$ cat src/rtl/dbs_pkg.sv
package dbs_pkg;
   typedef enum logic [1:0] {
      ST_IDLE   = 2'd0,
      ST_WAIT_W = 2'd1,
      ST_ACT    = 2'd2
   } dbs_state_e;
endpackage

$ cat src/rtl/dbs_lane_array.sv
module dbs_lane_array #(
   parameter int LANES = 16,
   localparam int SUM_W = $clog2(LANES + 1)
) (
   input  logic             clk,
   input  logic             rst_n,
   input  logic             capture,
   input  logic [LANES-1:0] w_plane,
   input  logic [LANES-1:0] a_plane,
   output logic [SUM_W-1:0] partial
);
   logic [LANES-1:0] w_bits;

   always_ff @(posedge clk or negedge rst_n) begin
      if (!rst_n) w_bits <= '0;
      else if (capture) w_bits <= w_plane;
   end

   if (LANES < 1) begin : g_bad_lanes
      $error("dbs_lane_array: LANES must be at least 1");
   end

   if (LANES == 1) begin : g_single
      assign partial = SUM_W'(w_bits[0] & a_plane[0]);
   end else begin : g_tree
      // heap layout: node n has children 2n+1 and 2n+2, leaves at LANES-1+i
      logic [SUM_W-1:0] node [2*LANES-1];
      for (genvar i = 0; i < LANES; i++) begin : g_leaf
         assign node[LANES-1+i] = SUM_W'(w_bits[i] & a_plane[i]);
      end
      for (genvar n = 0; n < LANES-1; n++) begin : g_add
         assign node[n] = node[2*n+1] + node[2*n+2];
      end
      assign partial = node[0];
   end

   assert_partial_range_R6: assert property (@(posedge clk) disable iff (!rst_n)
      32'(partial) <= LANES);
endmodule

$ cat src/rtl/dbs_ctrl.sv
module dbs_ctrl
   import dbs_pkg::*;
#(
   parameter int MAXP = 16,
   localparam int PW_W = $clog2(MAXP),
   localparam int SH_W = $clog2(2*MAXP - 1)
) (
   input  logic            clk,
   input  logic            rst_n,
   input  logic            start,
   input  logic [PW_W-1:0] pw_m1,
   input  logic [PW_W-1:0] pa_m1,
   input  logic            w_load,
   input  logic            a_valid,
   output logic            clr,
   output logic            w_capture,
   output logic            step,
   output logic            neg,
   output logic [SH_W-1:0] shamt,
   output logic            busy,
   output logic            done
);
   dbs_state_e      state;
   logic [PW_W-1:0] pw_r, pa_r, wbit, abit;

   if (MAXP < 2) begin : g_bad_maxp
      $error("dbs_ctrl: MAXP must be at least 2");
   end

   assign busy      = (state != ST_IDLE);
   assign clr       = (state == ST_IDLE) && start;
   assign w_capture = (state == ST_WAIT_W) && w_load;
   assign step      = (state == ST_ACT) && a_valid;
   assign neg       = (wbit == pw_r);
   assign shamt     = SH_W'(wbit) + SH_W'(abit);

   always_ff @(posedge clk or negedge rst_n) begin
      if (!rst_n) begin
         state <= ST_IDLE;
         pw_r  <= '0;
         pa_r  <= '0;
         wbit  <= '0;
         abit  <= '0;
         done  <= 1'b0;
      end else begin
         done <= 1'b0;
         unique case (state)
            ST_IDLE: if (start) begin
               pw_r  <= pw_m1;
               pa_r  <= pa_m1;
               wbit  <= pw_m1;
               abit  <= '0;
               state <= ST_WAIT_W;
            end
            ST_WAIT_W: if (w_load) begin
               abit  <= '0;
               state <= ST_ACT;
            end
            ST_ACT: if (a_valid) begin
               if (abit == pa_r) begin
                  if (wbit == '0) begin
                     state <= ST_IDLE;
                     done  <= 1'b1;
                  end else begin
                     wbit  <= wbit - 1'b1;
                     state <= ST_WAIT_W;
                  end
               end else begin
                  abit <= abit + 1'b1;
               end
            end
            default: state <= ST_IDLE;
         endcase
      end
   end

   assert_done_pulse_R7: assert property (@(posedge clk) disable iff (!rst_n)
      done |=> !done);
   assert_done_idle_R7: assert property (@(posedge clk) disable iff (!rst_n)
      done |-> !busy);
   assert_start_ignored_R3: assert property (@(posedge clk) disable iff (!rst_n)
      (busy && start) |=> ($stable(pw_r) && $stable(pa_r)));
   assert_abit_range_R5: assert property (@(posedge clk) disable iff (!rst_n)
      busy |-> (abit <= pa_r && wbit <= pw_r));
endmodule

$ cat src/rtl/dbs_accum.sv
module dbs_accum #(
   parameter int SUM_W = 5,
   parameter int SH_W  = 5,
   parameter int ACC_W = 37
) (
   input  logic                    clk,
   input  logic                    rst_n,
   input  logic                    clr,
   input  logic                    step,
   input  logic                    neg,
   input  logic [SH_W-1:0]         shamt,
   input  logic [SUM_W-1:0]        partial,
   output logic signed [ACC_W-1:0] acc
);
   logic [ACC_W:0] term, ext;

   assign term = (ACC_W+1)'(partial) << shamt;
   assign ext  = neg ? ({acc[ACC_W-1], acc} - term) : ({acc[ACC_W-1], acc} + term);

   always_ff @(posedge clk or negedge rst_n) begin
      if (!rst_n)    acc <= '0;
      else if (clr)  acc <= '0;
      else if (step) acc <= ext[ACC_W-1:0];
   end

   assert_clear_R2: assert property (@(posedge clk) disable iff (!rst_n)
      clr |=> (acc == '0));
   assert_no_overflow_R9: assert property (@(posedge clk) disable iff (!rst_n)
      step |-> (ext[ACC_W] == ext[ACC_W-1]));
   assert_hold_R8: assert property (@(posedge clk) disable iff (!rst_n)
      (!clr && !step) |=> $stable(acc));
endmodule

$ cat src/rtl/dbs_inner_product.sv
module dbs_inner_product #(
   parameter int LANES = 16,
   parameter int MAXP  = 16,
   localparam int PW_W  = $clog2(MAXP),
   localparam int SUM_W = $clog2(LANES + 1),
   localparam int SH_W  = $clog2(2*MAXP - 1),
   localparam int ACC_W = 2*MAXP + $clog2(LANES) + 1
) (
   input  logic                    clk,
   input  logic                    rst_n,
   input  logic                    start,
   input  logic [PW_W-1:0]         pw_m1,
   input  logic [PW_W-1:0]         pa_m1,
   input  logic                    w_load,
   input  logic [LANES-1:0]        w_plane,
   input  logic                    a_valid,
   input  logic [LANES-1:0]        a_plane,
   output logic                    busy,
   output logic                    done,
   output logic signed [ACC_W-1:0] result
);
   logic            clr, w_capture, step, neg;
   logic [SH_W-1:0]  shamt;
   logic [SUM_W-1:0] partial;

   dbs_ctrl #(.MAXP(MAXP)) i_ctrl (
      .clk, .rst_n, .start, .pw_m1, .pa_m1, .w_load, .a_valid,
      .clr, .w_capture, .step, .neg, .shamt, .busy, .done
   );

   dbs_lane_array #(.LANES(LANES)) i_lanes (
      .clk, .rst_n, .capture(w_capture), .w_plane, .a_plane, .partial
   );

   dbs_accum #(.SUM_W(SUM_W), .SH_W(SH_W), .ACC_W(ACC_W)) i_accum (
      .clk, .rst_n, .clr, .step, .neg, .shamt, .partial, .acc(result)
   );
endmodule

$ cat config.mk
export PLATFORM = sky130hd
export DESIGN_NAME = dbs_inner_product
export DESIGN_NICKNAME = d
export VERILOG_FILES = /design/src/rtl/dbs_pkg.sv /design/src/rtl/dbs_lane_array.sv /design/src/rtl/dbs_ctrl.sv /design/src/rtl/dbs_accum.sv /design/src/rtl/dbs_inner_product.sv
export SDC_FILE = /design/constraint.sdc
export NUM_CORES = 1
export LEC_CHECK = 0
export BUFFER_PORTS_ARGS = -buffer_cell sky130_fd_sc_hd__buf_2
export CAP_MARGIN = 20
export CORE_MARGIN = 3
export CORE_UTILIZATION = 60
export CTS_CLUSTER_SIZE = 10
export DETAILED_ROUTE_END_ITERATION = 10
export GPL_TIMING_DRIVEN = 1
export PLACE_DENSITY = 0.87
export REMOVE_ABC_BUFFERS = 1
export SYNTH_ARGS = -nofsm -noshare
export SYNTH_HDL_FRONTEND = slang
export SYNTH_SLANG_ARGS = --single-unit
$ cat constraint.sdc
create_clock -name clk -period 16.4 [get_ports clk]
set_clock_uncertainty 0.2 [all_clocks]
set_input_delay 2.46 -clock clk [delete_from_list [all_inputs] [get_ports clk]]
set_output_delay 2.46 -clock clk [all_outputs]
set_load 0.005 [all_outputs]
==> After elaboration in Yosys (flattened, before gate mapping) <==
Index checks and enable logic that the tools add are counted.
{ "op_classes": {"n_mux": 23, "eq_ne": 10, "n_bitwise": 16, "reduce_logical": 13, "shifts": 1, "n_addsub": 20} }
{ "op_table": {"columns": ["op", "count"], "rows": [
  ["2-to-1 mux 37 bit", 3],
  ["adder 5 bit", 15],
  ["adder 37 bit", 1],
  ["left shift 5 x 5 -> 37 bit", 1],
  ["subtractor 37 bit", 1],
  ["2-to-1 mux 4 bit", 8],
  ["bitwise AND 1 bit", 16],
  ["!= test 2 bit (second input constant)", 6],
  ["one-hot mux 4 bit (3 select lines)", 1],
  ["AND reduction 5 bit", 2],
  ["== test 4 bit", 2],
  ["2-to-1 mux 2 bit", 4],
  ["one-hot mux 4 bit (2 select lines)", 1],
  ["one-hot mux 2 bit (3 select lines)", 1],
  ["nonzero test 2 bit", 3],
  ["adder 4 x 4 -> 5 bit", 1],
  ["2-to-1 mux 1 bit", 5],
  ["adder 4 x 1 -> 4 bit (second input constant)", 1],
  ["zero test 4 bit", 1],
  ["AND reduction 4 bit", 1],
  ["subtractor 4 x 1 -> 4 bit (second input constant)", 1],
  ["logical AND 1 bit", 3],
  ["nonzero test 3 bit", 1],
  ["== test 2 x 1 -> 1 bit (second input constant)", 1],
  ["other kinds (3)", 3]
]} }
{ "totals": {"out_inout_bits": 39, "in_bits": 45, "regBits": 72} }

==> Longest topological paths before layout <==
{ "logic_depth": {"word_depth": 10, "ltp_mapped": 33, "depth_no_buf": 32} }

==> Cells and area by module <==
From an unflattened synthesis, not the netlist that was laid out.
{ "hier_totals": {"hier_cells": 892, "hier_area_um2": 7487.2} }
{ "by_module_without_submodules": {"columns": ["mod", "cells_per_inst", "area_each_um2", "n_inst"], "rows": [
  ["dbs_accum", 661, 5083.6, 1],
  ["dbs_lane_array", 100, 1203.7, 1],
  ["dbs_ctrl", 131, 1199.9, 1]
]} }

==> Worst setup path before layout <==
OpenSTA, ideal clock, no wires.
{ "synth_path": {"path_kind": "input -> register", "start": "input port a_plane[13]", "end": "register i_accum.acc[31]", "required_time_ns": 16.067, "arrival_ns": 9.781, "stages": 30, "setup_slack_ns": 6.286, "cell_sequence": "and2_1 fa_1 inv_1 fa_1 fa_1 inv_1 fa_1 fa_1 inv_1 fa_1 xor2_1 o32a_1 o311ai_0 a211oi_2 a31oi_1 or4_1 buf_2 nand2_1 xor2_1 ha_1 a21o_1 a21o_1 a21o_1 a21o_1 a221o_1 nor3_1 o21ai_0 a31oi_1 xor2_1 o21ai_0"} }
{ "synth_via": {"elab_chain_len": 10, "elab_cells_between_ends": 11} }
{ "synth_lines": {"columns": ["item", "line", "text"], "rows": [
  ["start, declared", "dbs_inner_product.sv:17", "input logic [LANES-1:0] a_plane,"],
  ["bitwise AND 1 bit (*)", "dbs_lane_array.sv:29", "assign node[LANES-1+i] = SUM_W'(w_bits[i] & a_plane[i]);"],
  ["adder 5 bit (*) (4 in series)", "dbs_lane_array.sv:32", "assign node[n] = node[2*n+1] + node[2*n+2];"],
  ["left shift 5 x 5 -> 37 bit (*)", "dbs_accum.sv:17", "assign term = (ACC_W+1)'(partial) << shamt;"],
  ["adder 37 bit or subtractor 37 bit (tied branches)", "dbs_accum.sv:18", "assign ext = neg ? ({acc[ACC_W-1], acc} - term) : ({acc[ACC_W-1], acc} + term);"],
  ["2-to-1 mux 37 bit (*)", "dbs_accum.sv:18", null],
  ["2-to-1 mux 37 bit (*)", "dbs_accum.sv:23", "else if (step) acc <= ext[ACC_W-1:0];"],
  ["2-to-1 mux 37 bit (*)", "dbs_accum.sv:22", "else if (clr) acc <= '0;"],
  ["end signal, assigned", "dbs_accum.sv:23", null],
  ["end, declared", "dbs_accum.sv:13", "output logic signed [ACC_W-1:0] acc"]
]} }
Every way passes the cells marked *; elsewhere a longest branch is shown, timed or not. The select of a mux whose other input is x is not followed.
A chain may end at the register's enable or synchronous reset.

==> Final worst setup path <==
{ "layout_path": {"start": "input port a_plane[13]", "end": "register i_accum.acc[32]"} }
Same word-level chain as after synthesis.

==> impl_metrics.py <==
metrics = {
    "outcome": {
        "status": "finished clean",
    },
    "min_path": {
        "min_path_type": "flip-flop to flip-flop",
    },
    "cts": {
        "clk_pin_slew_ns": 0.06,
        "clock_latency_ns": 0.35,
        "cts_resized": 0,
        "cts.sinks": 72,
        "cts_max_level": 3,
        "cts_setup_buffers": 0,
        "clk_path_buf_depth": 2,
        "cts_hold_buf": 0,
        "cts_root_buf": "clkbuf_16",
        "cts_tree": "yes",
        "cts_buffers": 9,
    },
    "yosys": {
        "synth_top_cells_by_count": "nand2_1 (101), o21ai_0 (89), dfrtp_1 (72)",
        "synth_top_area_share_pct": 25.3,
        "ys_warn_count": 0,
        "netlist_area_um2": 7110,
        "synth-main-ff-cell": "dfrtp_1",
        "yosysTopAreaCell": "dfrtp_1",
        "synth-async-reset-ratio_pct": 100,
        "synth-seq-cells": 72,
        "synth_edf_count": 0,
        "synth_area_leaders": "dfrtp_1 (25%), ha_1 (8.4%), o21ai_0 (6.3%)",
        "syn_avg_cell_area_um2": 8.11,
        "yosysMostFrequentCell": "nand2_1",
        "synthDistinctLibCells": 75,
        "syn_inst": 877,
        "yosysSeqAreaShare_pct": 25.3,
    },
    "floorplanning": {
        "core-area_um2": 11500,
        "die_h_um": 115,
        "die_w_um": 115,
        "initial_utilization_pct": 61.7,
        "ios": 84,
        "num_rows": 39,
        "die_area_um2": 13200,
    },
    "routing": {
        "via_count": 6814,
        "firstDrtPassIters": 7,
        "route.detailed.drc": 0,
        "routed_wl_um": 18500,
        "ant_nets": 0,
        "viasPerCell": 6.25,
        "drtIter0Drc": 638,
        "wl_per_cell_um": 16.9,
    },
    "flow_run": {
        "maxCapViolCount": 0,
    },
    "timing": {
        "fin_crit_ns": 10.79,
        "finalSetupViolCount": 0,
        "final_hold_viol_count": 0,
        "slew_headroom_pct": 38.2,
        "slew_violations": 0,
        "rsz0062_at_grt": "false",
        "tightest_slew_ns": 0.916,
        "fmax_mhz": 92.7,
        "finalSetupTns_ns": 0,
        "fin_crit_sh_pct": 65.8,
    },
    "global_routing": {
        "grt_overflow_total": 0,
        "grt_pass1_wl_um": 31300,
        "grt_usage_pct": 29.1,
        "grt_pass1_vias": 6528,
        "grt_max_degree": 73,
        "antenna_found_initial": 0,
    },
    "final_layout": {
        "drive_gt1_share_pct": 16.6,
        "diodes": 0,
        "fin_nets": 1047,
        "area_growth_pct": 11.5,
        "nFillCells": 934,
    },
    "worst_setup_path": {
        "path_max_fanout": 10,
        "cp_slowest_cell": "or4_1",
        "critPathKind": "input pin to flip-flop",
        "start_kind": "input pin",
        "slowest_delay_ns": 0.68,
        "crit_path_frequent_cell": "fa_1",
        "cp.arrival_ns": 10.81,
        "cp_data_required_time_ns": 16.42,
        "end_kind": "flip-flop",
    },
    "placed_design": {
        "globalplace.congestion": 1.01,
        "hpwl_um": 14100,
        "io_buffers": 83,
    },
}
## final cells by class
type | instances | area (µm²) | area share, %
clock buffers | 14 | 264 | 3.33
clock inverters | 2 | 37.5 | 0.474
inverters | 38 | 143 | 1.80
multi-input cells | 730 | 5020 | 63.4
flip-flops and latches | 72 | 1800 | 22.7
well taps | 143 | 179 | 2.26
repair buffers | 91 | 478 | 6.03
## stage by stage
step                instance area [µm²]  hold slack (ns)  setup slack, ns  instances  utilization, %
floorplan                          6960            0.271             6.20        840               -
global placement                   7620            0.280             5.52       1073            66.1
detailed placement                 7620            0.287             5.38       1073            66.1
CTS                                7920            0.300             5.72       1089            68.8
global route                       7930            0.313             5.06       1090            68.8
finish                             7930            0.297             5.61       1090            68.8
## cell usage in the layout (no fill, tap or decap), types with 10 or more instances in the layout
cell and count:
nand3_1 24, buf_2 82, fa_1 12, and2_1 21
nor2b_1 10, a21oi_1 62, dfrtp_1 72, a31oi_1 12
nand2_1 101, nand2b_1 12, nor3_1 14, inv_1 38
o22ai_1 12, nor2_1 53, mux2_2 24, ha_1 48
xor2_1 28, a21o_1 22, o31ai_1 11, xnor2_1 35
o21ai_0 89
## path summary, 6_finish.rpt
check | cells after the start | from | slack [ns] | end
max in group asynchronous | 1 | rst_n | 13.35 | i_accum.acc[19]$_DFFE_PN0P_
setup reg to reg | 30 | i_lanes.w_bits[13]$_DFFE_PN0P_ | 7.43 | i_accum.acc[32]$_DFFE_PN0P_
hold reg to reg | 1 | i_lanes.w_bits[15]$_DFFE_PN0P_ | 0.30 | i_lanes.w_bits[15]$_DFFE_PN0P_
setup / recovery | 31 | a_plane[13] | 5.61 | i_accum.acc[32]$_DFFE_PN0P_
hold / removal | 1 | i_lanes.w_bits[15]$_DFFE_PN0P_ | 0.30 | i_lanes.w_bits[15]$_DFFE_PN0P_
min in group asynchronous | 1 | rst_n | 2.04 | i_accum.acc[12]$_DFFE_PN0P_
## critical path, delay by kind of cell
kind                     cells  cell delay (ns)
buffers and inverters        5             0.34
AO/OA/AOI/OAI               12             2.90
XOR/XNOR                     2             0.59
AND/OR/NAND/NOR              5             1.41
adder cells (fa/ha/maj)      7             3.11
## metal layers
metal  track usage [%]  part of all wire, %  up-vias
li1                  -                    -     3311
met1              38.2                   44     3190
met2              47.3                   47      266
met3              4.63                  5.6       47
met4              13.4                  3.2        0
met5                 0                    0        -
## cell families (layout without fill, tap and decap cells)
| logic type | after synthesis | count (layout) | synth area share, % |
|---|---|---|---|
| flops | 72 | 72 | 25.3 |
| compound gates | 292 | 292 | 26.7 |
| simple gates | 285 | 285 | 19.5 |
| buf+inv | 75 | 145 | 4.05 |
| mux | 28 | 28 | 4.36 |
| fa+ha+maj | 60 | 60 | 11.8 |
| xor+xnor | 65 | 65 | 8.22 |
## state kept, by name, summed over array words and instances, names as in the netlist
register and cells:
i_accum.acc 37, i_ctrl.done 1, i_lanes.w_bits 16, i_ctrl.wbit 4
i_ctrl.pa_r 4, i_ctrl.abit 4, i_ctrl.pw_r 4, i_ctrl.state 2
Power is left out: the tool's default activity adds up to more than one toggle a clock period on the data nets, which glitch-free logic cannot reach.
